### config.mk
export PLATFORM = sky130hd
export DESIGN_NAME = refclk_cfg_seq
export DESIGN_NICKNAME = d
export VERILOG_FILES = /design/src/rtl/refclk_cfg_seq.sv
export SDC_FILE = /design/constraint.sdc
export NUM_CORES = 1
export LEC_CHECK = 0
export BUFFER_PORTS_ARGS = -buffer_cell sky130_fd_sc_hd__buf_2
export CAP_MARGIN = 20
export CORE_MARGIN = 3
export CORE_UTILIZATION = 35
export DETAILED_ROUTE_END_ITERATION = 12
export GPL_TIMING_DRIVEN = 1
export PLACE_DENSITY = 0.56
export SYNTH_ARGS = -nofsm -noshare
export SYNTH_HDL_FRONTEND = slang
export SYNTH_SLANG_ARGS = --single-unit
### constraint.sdc
create_clock -name clk -period 4.5 [get_ports clk]
set_input_delay 0.45 -clock clk [delete_from_list [all_inputs] [get_ports clk]]
set_output_delay 0.45 -clock clk [all_outputs]
set_load 0.05 [all_outputs]
### src/rtl/refclk_cfg_seq.sv
module refclk_cfg_seq #(
  parameter int DIV      = 4,
  parameter int WAIT_CYC = 1000
) (
  input  logic       clk,
  input  logic       rst_n,
  input  logic       start_i,
  input  logic       table_sel_i,
  input  logic       verify_i,
  input  logic [3:0] verify_idx_i,
  input  logic       wake_i,
  output logic       busy_o,
  output logic       done_o,
  output logic       mismatch_o,
  output logic       sclk_o,
  output logic       sen_n_o,
  output logic       sdo_o,
  input  logic       sdi_i,
  output logic       pdn_n_o,
  output logic       sync_n_o
);
  localparam int NREG = 9;
  localparam int GAPN = 2 * DIV;
  localparam int CMAX = (WAIT_CYC > GAPN) ? WAIT_CYC : GAPN;
  localparam int CW   = $clog2(CMAX + 1);
  localparam logic [CW-1:0] D_LAST = CW'(DIV - 1);
  localparam logic [CW-1:0] G_LAST = CW'(GAPN - 1);
  localparam logic [CW-1:0] W_LAST = CW'(WAIT_CYC - 1);

  typedef enum logic [1:0] {S_IDLE, S_WAKE, S_XFER, S_GAP} st_t;

  st_t         st;
  logic [CW-1:0] cnt;
  logic [4:0]  bitn;
  logic [3:0]  idx;
  logic [1:0]  step;
  logic        tsel, op_vfy, rd;
  logic [31:0] sh, rx;
  logic [31:0] word_w, rx_nxt;

  function automatic logic [27:0] tbl(input logic s, input logic [3:0] i);
    case (i)
      4'd0, 4'd1, 4'd2, 4'd3, 4'd4: tbl = s ? 28'h1540020 : 28'h1540000;
      4'd5:    tbl = s ? 28'h000019B : 28'h00009D4;
      4'd6:    tbl = 28'h1001000;
      4'd7:    tbl = 28'h1400000;
      4'd8:    tbl = 28'h0000180;
      default: tbl = 28'h0;
    endcase
  endfunction

  assign busy_o = (st != S_IDLE);
  assign rx_nxt = {sdi_i, rx[31:1]};
  assign word_w = rd ? 32'h0 : (op_vfy ? {24'h0, idx, 4'hE} : {tbl(tsel, idx), idx});

  always_ff @(posedge clk or negedge rst_n) begin
    if (!rst_n) begin
      st <= S_IDLE; cnt <= '0; bitn <= '0; idx <= '0; step <= '0;
      tsel <= 1'b0; op_vfy <= 1'b0; rd <= 1'b0; sh <= '0; rx <= '0;
      done_o <= 1'b0; mismatch_o <= 1'b0;
      sclk_o <= 1'b0; sen_n_o <= 1'b1; sdo_o <= 1'b0;
      pdn_n_o <= 1'b1; sync_n_o <= 1'b1;
    end else begin
      done_o <= 1'b0;
      case (st)
        S_IDLE: begin
          cnt <= '0;
          if (start_i) begin
            tsel <= table_sel_i; idx <= '0; op_vfy <= 1'b0; rd <= 1'b0;
            mismatch_o <= 1'b0; st <= S_GAP;
          end else if (verify_i) begin
            tsel <= table_sel_i; idx <= verify_idx_i; op_vfy <= 1'b1; rd <= 1'b0;
            mismatch_o <= 1'b0; st <= S_GAP;
          end else if (wake_i) begin
            mismatch_o <= 1'b0; pdn_n_o <= 1'b0; step <= '0; st <= S_WAKE;
          end
        end
        S_WAKE: begin
          cnt <= cnt + 1'b1;
          if (cnt == W_LAST) begin
            cnt  <= '0;
            step <= step + 1'b1;
            case (step)
              2'd0: pdn_n_o  <= 1'b1;
              2'd1: sync_n_o <= 1'b0;
              2'd2: sync_n_o <= 1'b1;
              default: begin st <= S_IDLE; done_o <= 1'b1; end
            endcase
          end
        end
        S_GAP: begin
          cnt <= cnt + 1'b1;
          if (cnt == G_LAST) begin
            cnt <= '0; bitn <= '0;
            sh <= word_w; sdo_o <= word_w[0]; sen_n_o <= 1'b0;
            st <= S_XFER;
          end
        end
        S_XFER: begin
          cnt <= cnt + 1'b1;
          if (cnt == D_LAST) begin
            cnt <= '0;
            if (!sclk_o) begin
              sclk_o <= 1'b1;
            end else begin
              sclk_o <= 1'b0;
              rx <= rx_nxt;
              if (bitn == 5'd31) begin
                sen_n_o <= 1'b1;
                sdo_o   <= 1'b0;
                if (!op_vfy) begin
                  if (idx == 4'(NREG - 1)) begin
                    st <= S_IDLE; done_o <= 1'b1;
                  end else begin
                    idx <= idx + 1'b1; st <= S_GAP;
                  end
                end else if (!rd) begin
                  rd <= 1'b1; st <= S_GAP;
                end else begin
                  mismatch_o <= (rx_nxt[31:4] != tbl(tsel, idx));
                  st <= S_IDLE; done_o <= 1'b1;
                end
              end else begin
                bitn  <= bitn + 1'b1;
                sh    <= sh >> 1;
                sdo_o <= sh[1];
              end
            end
          end
        end
        default: st <= S_IDLE;
      endcase
    end
  end
endmodule

# Word-level counts from Yosys, hierarchy flattened
# Cells that the tools add are included.
# classes
addsub	4
n_eq_ne	35
muxes	97
n_reduce_logical	24
# ops
op	count
32-bit 2-to-1 mux	6
28-bit 2-to-1 mux	6
25-bit one-hot mux with 5 select lines	1
32-bit one-hot mux with 2 select lines	1
10-bit one-hot mux with 4 select lines	1
1-bit 2-to-1 mux	39
2-bit 2-to-1 mux	16
10-bit 2-to-1 mux	3
2-bit inequality test (second input constant)	15
4-bit 2-to-1 mux	7
28-bit inequality test	1
7-bit AND reduction	3
5-bit 2-to-1 mux	4
4-bit by 3-bit equality test with 1-bit output (second input constant)	4
5-bit AND reduction	3
1-bit one-hot mux with 2 select lines	7
12-bit 2-to-1 mux	1
6-bit AND reduction	2
2-bit nonzero test	6
10-bit by 1-bit adder with 10-bit output (second input constant)	1
10-bit equality test (second input constant)	1
10-bit by 2-bit equality test with 1-bit output (second input constant)	1
10-bit by 3-bit equality test with 1-bit output (second input constant)	1
5-bit one-hot mux with 2 select lines	1
22 further kinds	29
# word_totals
reg_bits	97
output_inout_bits	8

# Longest topological paths before layout
# Gate-level depths: netlist of the first run.
# depth
ltp_word	16
depth_mapped	10
depth_no_buf	8

# Least setup slack after synthesis of the first run
# Ideal clock, no wire load.
# synth_timing
path_kind	flip-flop to flip-flop
start	reg cnt[0]
end	reg rx[22]
setup_ns	0.125
arrival_time_ns	2.045
required_time_ns	4.375
slack_ns	2.330
path_stages_with_launch	8
cell_sequence	dfrtp_1 ha_1 or4b_4 nor4_4 and2_1 buf_6 buf_8 mux2_2
# synth_via
elab_chain_cells	2
# synth_lines
item	line	rtl
start, declared	33	logic [CW-1:0] cnt;
start signal, assigned	79	cnt <= cnt + 1'b1;
start signal, assigned	92	cnt <= cnt + 1'b1;
start signal, assigned	100	cnt <= cnt + 1'b1;
10-bit by 2-bit equality test with 1-bit output	101	if (cnt == D_LAST) begin
3-bit AND reduction (no source line)	n/a	
end signal, assigned	107	rx <= rx_nxt;
end, declared	38	logic [31:0] sh, rx;
# No other way between the ends.
# A chain may end at the register's enable or synchronous reset.

# Worst setup path in the final report of the first run
# layout_timing
start	reg cnt[0]
end	reg rx[23]
# The elaborated chain is that of the path after synthesis.

==> results_dict.tcl, run 1 <==
set metrics [dict create \
    timing.max_slew.rel_slack_pct 30.7 \
    outcome "completed" \
    worstReg2RegStart "cnt[0]" \
    place.port_buffers 18 \
    syn_nets 486 \
    synth_area_leaders "sky130_fd_sc_hd__dfrtp_1 47%, sky130_fd_sc_hd__mux2_2 7.9%, sky130_fd_sc_hd__nand2_1 5.3%" \
    kind_of_start_point_of_the_critical_path "register" \
    dp_hpwl_mm 6.84 \
    detailedRoute.firstIterationViolations 162 \
    postLayoutCellArea_mm2 0.00508 \
    cts.root.buffer_cell "sky130_fd_sc_hd__clkbuf_16" \
    number_of_inserted_diodes 0 \
    routed-via-count 3359 \
    reg2regPathDepth 5 \
    drt_first_pass_iters 4 \
    ys_async_sr_fraction_pct 100 \
    post-route-drc-count 0 \
    post_cts_resize_count 0 \
    die_area_mm2 0.0144 \
    clk_pin_slew_ns 0.07 \
    powerDensity_mw_per_mm2 310 \
    worst_clock_skew_ns 0.0102 \
    route.antenna.remaining_nets 0 \
    drt-total-wl_mm 9.81 \
    most_used_cells_in_the_layout_excluding_fill_and_tap_cells "85 x sky130_fd_sc_hd__dfrtp_1, 64 x sky130_fd_sc_hd__nand2_1, 39 x sky130_fd_sc_hd__o21ai_0" \
    grt_antenna_before_repair 0 \
    cts.sink_count 88 \
    fp.coreArea_mm2 0.0127 \
    synth_cells 461 \
    regToRegSetupSlack_ns 1.62 \
    worstPathRequired_ns 4.73 \
    hold_path_class "in2async" \
    cap_viol_max_count 0 \
    cts_tree "done" \
    worst-setup-path-type "reg2reg" \
    synthDominantAreaCellType "sky130_fd_sc_hd__dfrtp_1" \
    synth_cell_type_count 59 \
    synth_seq_area_share_pct 48.3 \
    final.period_utilization_pct 64.1 \
    grt_remaining_overflow 0 \
    unrepaired_setup_endpoints_after_global_routing "no" \
    synth_warnings 0 \
    timing_worst_slew_pin_value_ns 1.04 \
    clock_latency_ns 0.34 \
    global_route.usage.total_pct 14.5 \
    synth_top_cell_area_share_pct 46.6 \
    worstPathArrival_ns 3.11 \
    max_clock_freq_ghz 0.347 \
    initial_core_util_pct 36.0 \
    number_of_synthesized_register_bits 88 \
    avgRoutedWirePerCell_um 15.2 \
    placement.cell_area_mm2 0.00478 \
    cp-end-kind "register" \
    synth_edf_count 0 \
    row_count 41 \
    areaGrowthSynthToFinish_pct 11.4 \
    vdd_ir_drop_max_uv 175 \
    cellLeakagePower_nw 2.24 \
    finalNetCount 494 \
    vias_per_cell 5.20 \
    cts_post_setup_buffers_inserted 0 \
    via_count_of_the_first_global_routing_pass 3316 \
    ys_dominant_reg_cell "sky130_fd_sc_hd__dfrtp_1" \
    share_of_final_layout_standard_cells_stronger_than_drive_strength_1_pct 17.9 \
    gpl.final_weighted_congestion 0.840 \
    die_y_um 120 \
    setup_total_negative_slack_ns 0 \
    cts_made_buffers 9 \
    clock_path_buffers 2 \
    critical_path_peak_fanout 24 \
    cts_max_level 3 \
    setup_viol 0 \
    synth.avg_cell_area_um2 9.90 \
    syn-cell-area_mm2 0.00456 \
    mostFrequentLayoutCell "sky130_fd_sc_hd__dfrtp_1" \
    reg2reg_to "rx[23]" \
    slew_violations 0 \
    grt_first_pass_wirelength_mm 16.9 \
    critical_path.endpoint "rx[23]" \
    floorplan.io_pins 19 \
    finalWorstPathRequiredPeriod_ns 2.88 \
    pin_count_of_the_biggest_net_entering_global_routing 67 \
    die-width_um 120 \
    holdBufCountCts 0 \
    startpoint_of_the_worst_setup_timing_path "cnt[0]" \
    finalHoldViolCount 0 \
]
## power breakdown
part | switching [mW] | total (mW) | internal, mW
Combinational | 0.0212 | 0.0268 | 0.00561
Sequential | 0.000267 | 0.792 | 0.792
Clock | 0.311 | 0.758 | 0.447
Total | 0.332 | 1.58 | 1.24
## per-layer routing
metal | track usage [%] | vias up | wire length [um]
met3 | 2.99 | 10 | 303
li1 | - | 1665 | -
met1 | 20.6 | 1638 | 4790
met5 | 0 | - | 0
met4 | 3.87 | 0 | 84
met2 | 22.6 | 46 | 4630
## state kept, by name, indices dropped and copies added, names as in the netlist, 2 cells and up
signal / cells
idx: 4
cnt: 10
sh: 28
bitn: 5
rx: 27
st: 2
step: 2
## per-stage QoR
| step | total power [mW] | setup slack [ns] | utilization (%) | cells | hold WS (ns) |
|---|---|---|---|---|---|
| 2_1_floorplan | 0.810 | 2.33 | - | 461 | 0.154 |
| 3_3_place_gp | 0.835 | 1.65 | 37.7 | 630 | 0.447 |
| 3_5_place_dp | 0.835 | 1.61 | 37.7 | 630 | 0.459 |
| 4_1_cts | 1.60 | 1.60 | 40.1 | 646 | 0.151 |
| 5_1_grt | 1.63 | 1.41 | 40.1 | 646 | 0.181 |
| 6_report | 1.58 | 1.62 | 40.1 | 646 | 0.132 |
## how the worst min path moves through the flow
stage                       from       to  slack, ns  depth (start not counted)
after detailed placement  cnt[0]   cnt[0]       0.46                          1
after CTS                  rst_n    st[0]       0.15                          1
after global placement    cnt[0]   cnt[0]       0.45                          1
after global routing       rst_n   done_o       0.18                          1
final                      rst_n   done_o       0.13                          1
after floorplan            rst_n  bitn[0]       0.15                          0
## final cells by class
class	count	area (um^2)
Sequential cell	88	2210
Timing Repair Buffer	21	115
Clock buffer	10	239
Inverter	16	60.1
Fill cell	1248	7590
Multi-Input combinational cell	333	2180
Clock inverter	6	66.3
Tap cell	172	215
## worst max-delay path, stage by stage (launching register included)
cell and delay [ns]:
sky130_fd_sc_hd__dfrtp_1 0.37, sky130_fd_sc_hd__ha_1 0.24, sky130_fd_sc_hd__or4b_4 0.53, sky130_fd_sc_hd__nor4_4 0.31, sky130_fd_sc_hd__and2_1 0.88, sky130_fd_sc_hd__mux2_2 0.43
## synth_stat cells (5+ instances only)
| master | count |
|---|---|
| sky130_fd_sc_hd__clkbuf_1 | 18 |
| sky130_fd_sc_hd__nor2_1 | 33 |
| sky130_fd_sc_hd__mux2_2 | 32 |
| sky130_fd_sc_hd__nand3_1 | 13 |
| sky130_fd_sc_hd__dfrtp_1 | 85 |
| sky130_fd_sc_hd__o22ai_1 | 5 |
| sky130_fd_sc_hd__inv_1 | 16 |
| sky130_fd_sc_hd__nor3_1 | 14 |
| sky130_fd_sc_hd__nand2_1 | 64 |
| sky130_fd_sc_hd__a221oi_1 | 5 |
| sky130_fd_sc_hd__xnor2_1 | 8 |
| sky130_fd_sc_hd__a21oi_1 | 25 |
| sky130_fd_sc_hd__a22oi_1 | 6 |
| sky130_fd_sc_hd__o21ai_0 | 39 |
| sky130_fd_sc_hd__ha_1 | 14 |
## cell families (layout without fill, tap and decap cells)
group	count (synthesis)	in the layout	share of synthesized area (%)
and+or+nand+nor	168	168	18.8
muxes	35	35	8.58
buffers and inverters	40	53	4.17
adders and majority gates	14	14	3.84
DFF	88	88	48.3
xor gates and xnor gates	10	10	1.92
AOI/OAI and AO/OA	106	106	14.3
Note: power is estimated with default switching activity, not from simulation.
==> run 2: changes to the inputs <==
--- a/config.mk
+++ b/config.mk
@@ -5,13 +5,14 @@
 export SDC_FILE = /design/constraint.sdc
 export NUM_CORES = 1
 export LEC_CHECK = 0
+export ABC_AREA = 1
 export BUFFER_PORTS_ARGS = -buffer_cell sky130_fd_sc_hd__buf_2
 export CAP_MARGIN = 20
 export CORE_MARGIN = 3
 export CORE_UTILIZATION = 35
 export DETAILED_ROUTE_END_ITERATION = 12
 export GPL_TIMING_DRIVEN = 1
-export PLACE_DENSITY = 0.56
+export PLACE_DENSITY = 0.58
 export SYNTH_ARGS = -nofsm -noshare
 export SYNTH_HDL_FRONTEND = slang
 export SYNTH_SLANG_ARGS = --single-unit
==> constraint.sdc (replaced) <==
create_clock -name clk -period 2.61 [get_ports clk]
set_input_delay 0.261 -clock clk [delete_from_list [all_inputs] [get_ports clk]]
set_output_delay 0.261 -clock clk [all_outputs]
set_load 0.05 [all_outputs]
==> results_dict.tcl, run 2 <==
set metrics [dict create \
    outcome "completed" \
    post_cts_resize_count 0 \
    mostFrequentLayoutCell "sky130_fd_sc_hd__nand2_1" \
    cts.sink_count 88 \
    worstPathRequired_ns 2.88 \
    synth_cell_type_count 36 \
    reg2reg_to "sh[9]" \
    synth.avg_cell_area_um2 8.20 \
    global_route.usage.total_pct 15.0 \
    cap_viol_max_count 0 \
    fp.coreArea_mm2 0.0134 \
    grt_remaining_overflow 0 \
    worstReg2RegStart "st[0]" \
    cellLeakagePower_nw 2.52 \
    finalWorstPathRequiredPeriod_ns 2.28 \
    vias_per_cell 4.85 \
    die-width_um 124 \
    floorplan.io_pins 19 \
    regToRegSetupSlack_ns 0.33 \
    grt_antenna_before_repair 0 \
    cts.root.buffer_cell "sky130_fd_sc_hd__clkbuf_16" \
    row_count 42 \
    holdPathEnd "tsel" \
    largest_registers_in_the_final_layout "sh (28), rx (27), cnt (10)" \
    routed-via-count 3799 \
    synthAdderAreaFrac_pct 3.62 \
    vdd_ir_drop_max_uv 516 \
    synth_xor_xnor_area_share_pct 1.27 \
    grt_first_pass_wirelength_mm 18.1 \
    post-route-drc-count 0 \
    route.antenna.remaining_nets 0 \
    synth_seq_area_share_pct 45.6 \
    synth_edf_count 0 \
    synthDominantAreaCellType "sky130_fd_sc_hd__dfrtp_1" \
    reg2regPathDepth 8 \
    synth_warnings 0 \
    number_of_inserted_diodes 0 \
    synth_commonest_cells "152 x sky130_fd_sc_hd__nand2_1, 85 x sky130_fd_sc_hd__dfrtp_1, 64 x sky130_fd_sc_hd__inv_1, 58 x sky130_fd_sc_hd__nor2_1, 36 x sky130_fd_sc_hd__a21oi_1" \
    max_clock_freq_ghz 0.439 \
    drt-total-wl_mm 10.5 \
    cts_max_level 3 \
    finalHoldViolCount 0 \
    timing_worst_slew_pin_value_ns 0.599 \
    ys_dominant_reg_cell "sky130_fd_sc_hd__dfrtp_1" \
    top_register "sh" \
    die_area_mm2 0.0153 \
    finalNetCount 627 \
    clk_pin_slew_ns 0.06 \
    synth_cells 590 \
    ys_async_sr_fraction_pct 100 \
    unrepaired_setup_endpoints_after_global_routing "no" \
    clock_path_buffers 2 \
    drt_first_pass_iters 4 \
    setup_viol 0 \
    clock_latency_ns 0.34 \
    yosys-mux-area-fraction_pct 0 \
    via_count_of_the_first_global_routing_pass 3764 \
    cts_tree "done" \
    syn-cell-area_mm2 0.00484 \
    nFillCells 1380 \
    slew_violations 0 \
    die_y_um 124 \
    synth.most_common_cell "sky130_fd_sc_hd__nand2_1" \
    kind_of_start_point_of_the_critical_path "register" \
    worst-setup-path-type "reg2reg" \
    cts_made_buffers 9 \
    worst_clock_skew_ns 0.00863 \
    cp-end-kind "register" \
    avgRoutedWirePerCell_um 13.4 \
    most_used_cells_in_the_layout_excluding_fill_and_tap_cells "152 x sky130_fd_sc_hd__nand2_1, 85 x sky130_fd_sc_hd__dfrtp_1, 64 x sky130_fd_sc_hd__inv_1" \
    gpl.final_weighted_congestion 0.862 \
    worst_hold_startpoint "table_sel_i" \
    worstHoldPathCells 3 \
    final.period_utilization_pct 87.4 \
    yosys.area_share.simple_pct 24.2 \
    number_of_synthesized_register_bits 88 \
    powerDensity_mw_per_mm2 1030 \
    critical_path_peak_fanout 20 \
    hold_path_class "in2reg" \
    synthesized_area_fraction_occupied_by_ao_oa_aoi_and_oai_cells_pct 16.0 \
    worstPathArrival_ns 2.55 \
    setup_total_negative_slack_ns 0 \
    share_of_final_layout_standard_cells_stronger_than_drive_strength_1_pct 14.5 \
    dp_hpwl_mm 7.53 \
    holdBufCountCts 1 \
    synth_area_leaders "sky130_fd_sc_hd__dfrtp_1 44%, sky130_fd_sc_hd__nand2_1 12%, sky130_fd_sc_hd__o21ai_2 5.6%" \
    areaGrowthSynthToFinish_pct 9.24 \
    timing.max_slew.rel_slack_pct 59.9 \
    place.port_buffers 18 \
    synth_top_family_by_area "simple AND/OR/NAND/NOR gates" \
    synth_top_cell_area_share_pct 44.0 \
    flip_flop_count_of_the_largest_register_after_layout 28 \
    initial_core_util_pct 36.1 \
    pin_count_of_the_biggest_net_entering_global_routing 56 \
    final.hold.worst_slack_ns 0.129 \
    syn_nets 615 \
    cts_post_setup_buffers_inserted 0 \
    detailedRoute.firstIterationViolations 314 \
]
==> run 2: cell types whose count changed after synthesis, moves of 13 or more <==
cell,delta
sky130_fd_sc_hd__nand2_1,+88
sky130_fd_sc_hd__o21ai_2,+31
sky130_fd_sc_hd__nor2_1,+25
sky130_fd_sc_hd__o21ai_0,-13
sky130_fd_sc_hd__clkbuf_1,-17
sky130_fd_sc_hd__inv_1,+48
sky130_fd_sc_hd__mux2_2,-32
sky130_fd_sc_hd__o21ai_1,+15
==> run 2: worst max-delay path by stage <==
stage | start | end | cells past startpoint
2_1_floorplan | st[0] | idx[3] | 9
3_3_place_gp | st[0] | sh[9] | 8
3_5_place_dp | st[0] | sh[9] | 8
4_1_cts | st[0] | sh[9] | 8
5_1_grt | st[0] | sh[9] | 8
6_report | st[0] | sh[9] | 8
==> run 2: layout make-up <==
class	instances	area, um^2	share of cell area, %
flip-flops and latches	88	2210	41.8
multi-input cells	415	2180	41.3
inverters	66	248	4.69
clock buffers	11	233	4.41
well taps	176	220	4.17
repair buffers	22	138	2.61
clock inverters	5	57.6	1.09
==> run 2: cell families after synthesis <==
| kind of cell | after synthesis |
|---|---|
| adders and majority gates | 14 |
| and+or+nand+nor | 271 |
| AOI/OAI and AO/OA | 123 |
| xor gates and xnor gates | 7 |
| buffers and inverters | 87 |
| DFF | 88 |
==> run 2: power by group <==
group | switching [mW] | internal [mW] | total [mW]
Combinational | 1.59 | 0.665 | 2.26
Sequential | 0.241 | 1.65 | 1.89
Clock | 0.535 | 0.743 | 1.28
Total | 2.37 | 3.06 | 5.43
==> run 2: through the flow <==
stage / instance area, um^2 / util (%) / power (mW) / worst slack, ns / std cells
final: 5280 / 39.4 / 5.43 / 0.330 / 783
after CTS: 5280 / 39.4 / 5.48 / 0.359 / 783
after global routing: 5280 / 39.4 / 5.85 / 0.175 / 783
after floorplan: 4840 / - / 3.78 / 0.929 / 590
after detailed placement: 4980 / 37.2 / 4.18 / 0.373 / 766
after global placement: 4980 / 37.2 / 4.12 / 0.396 / 766
==> run 2: routing by layer <==
layer  track usage [%]  routed length, um
met1              21.3               5310
met2              22.8               4750
met3              2.33                279
met4              5.95                165
met5                 0                  0
==> run 2: critical path, cell delays in order, from the launching register on <==
cell                      delay (ns)
sky130_fd_sc_hd__dfrtp_1        0.40
sky130_fd_sc_hd__inv_1          0.09
sky130_fd_sc_hd__ha_2           0.33
sky130_fd_sc_hd__buf_4          0.26
sky130_fd_sc_hd__nor3_1         0.37
sky130_fd_sc_hd__inv_1          0.21
sky130_fd_sc_hd__nor2_1         0.27
sky130_fd_sc_hd__a22oi_1        0.13
sky130_fd_sc_hd__o21ai_2        0.14
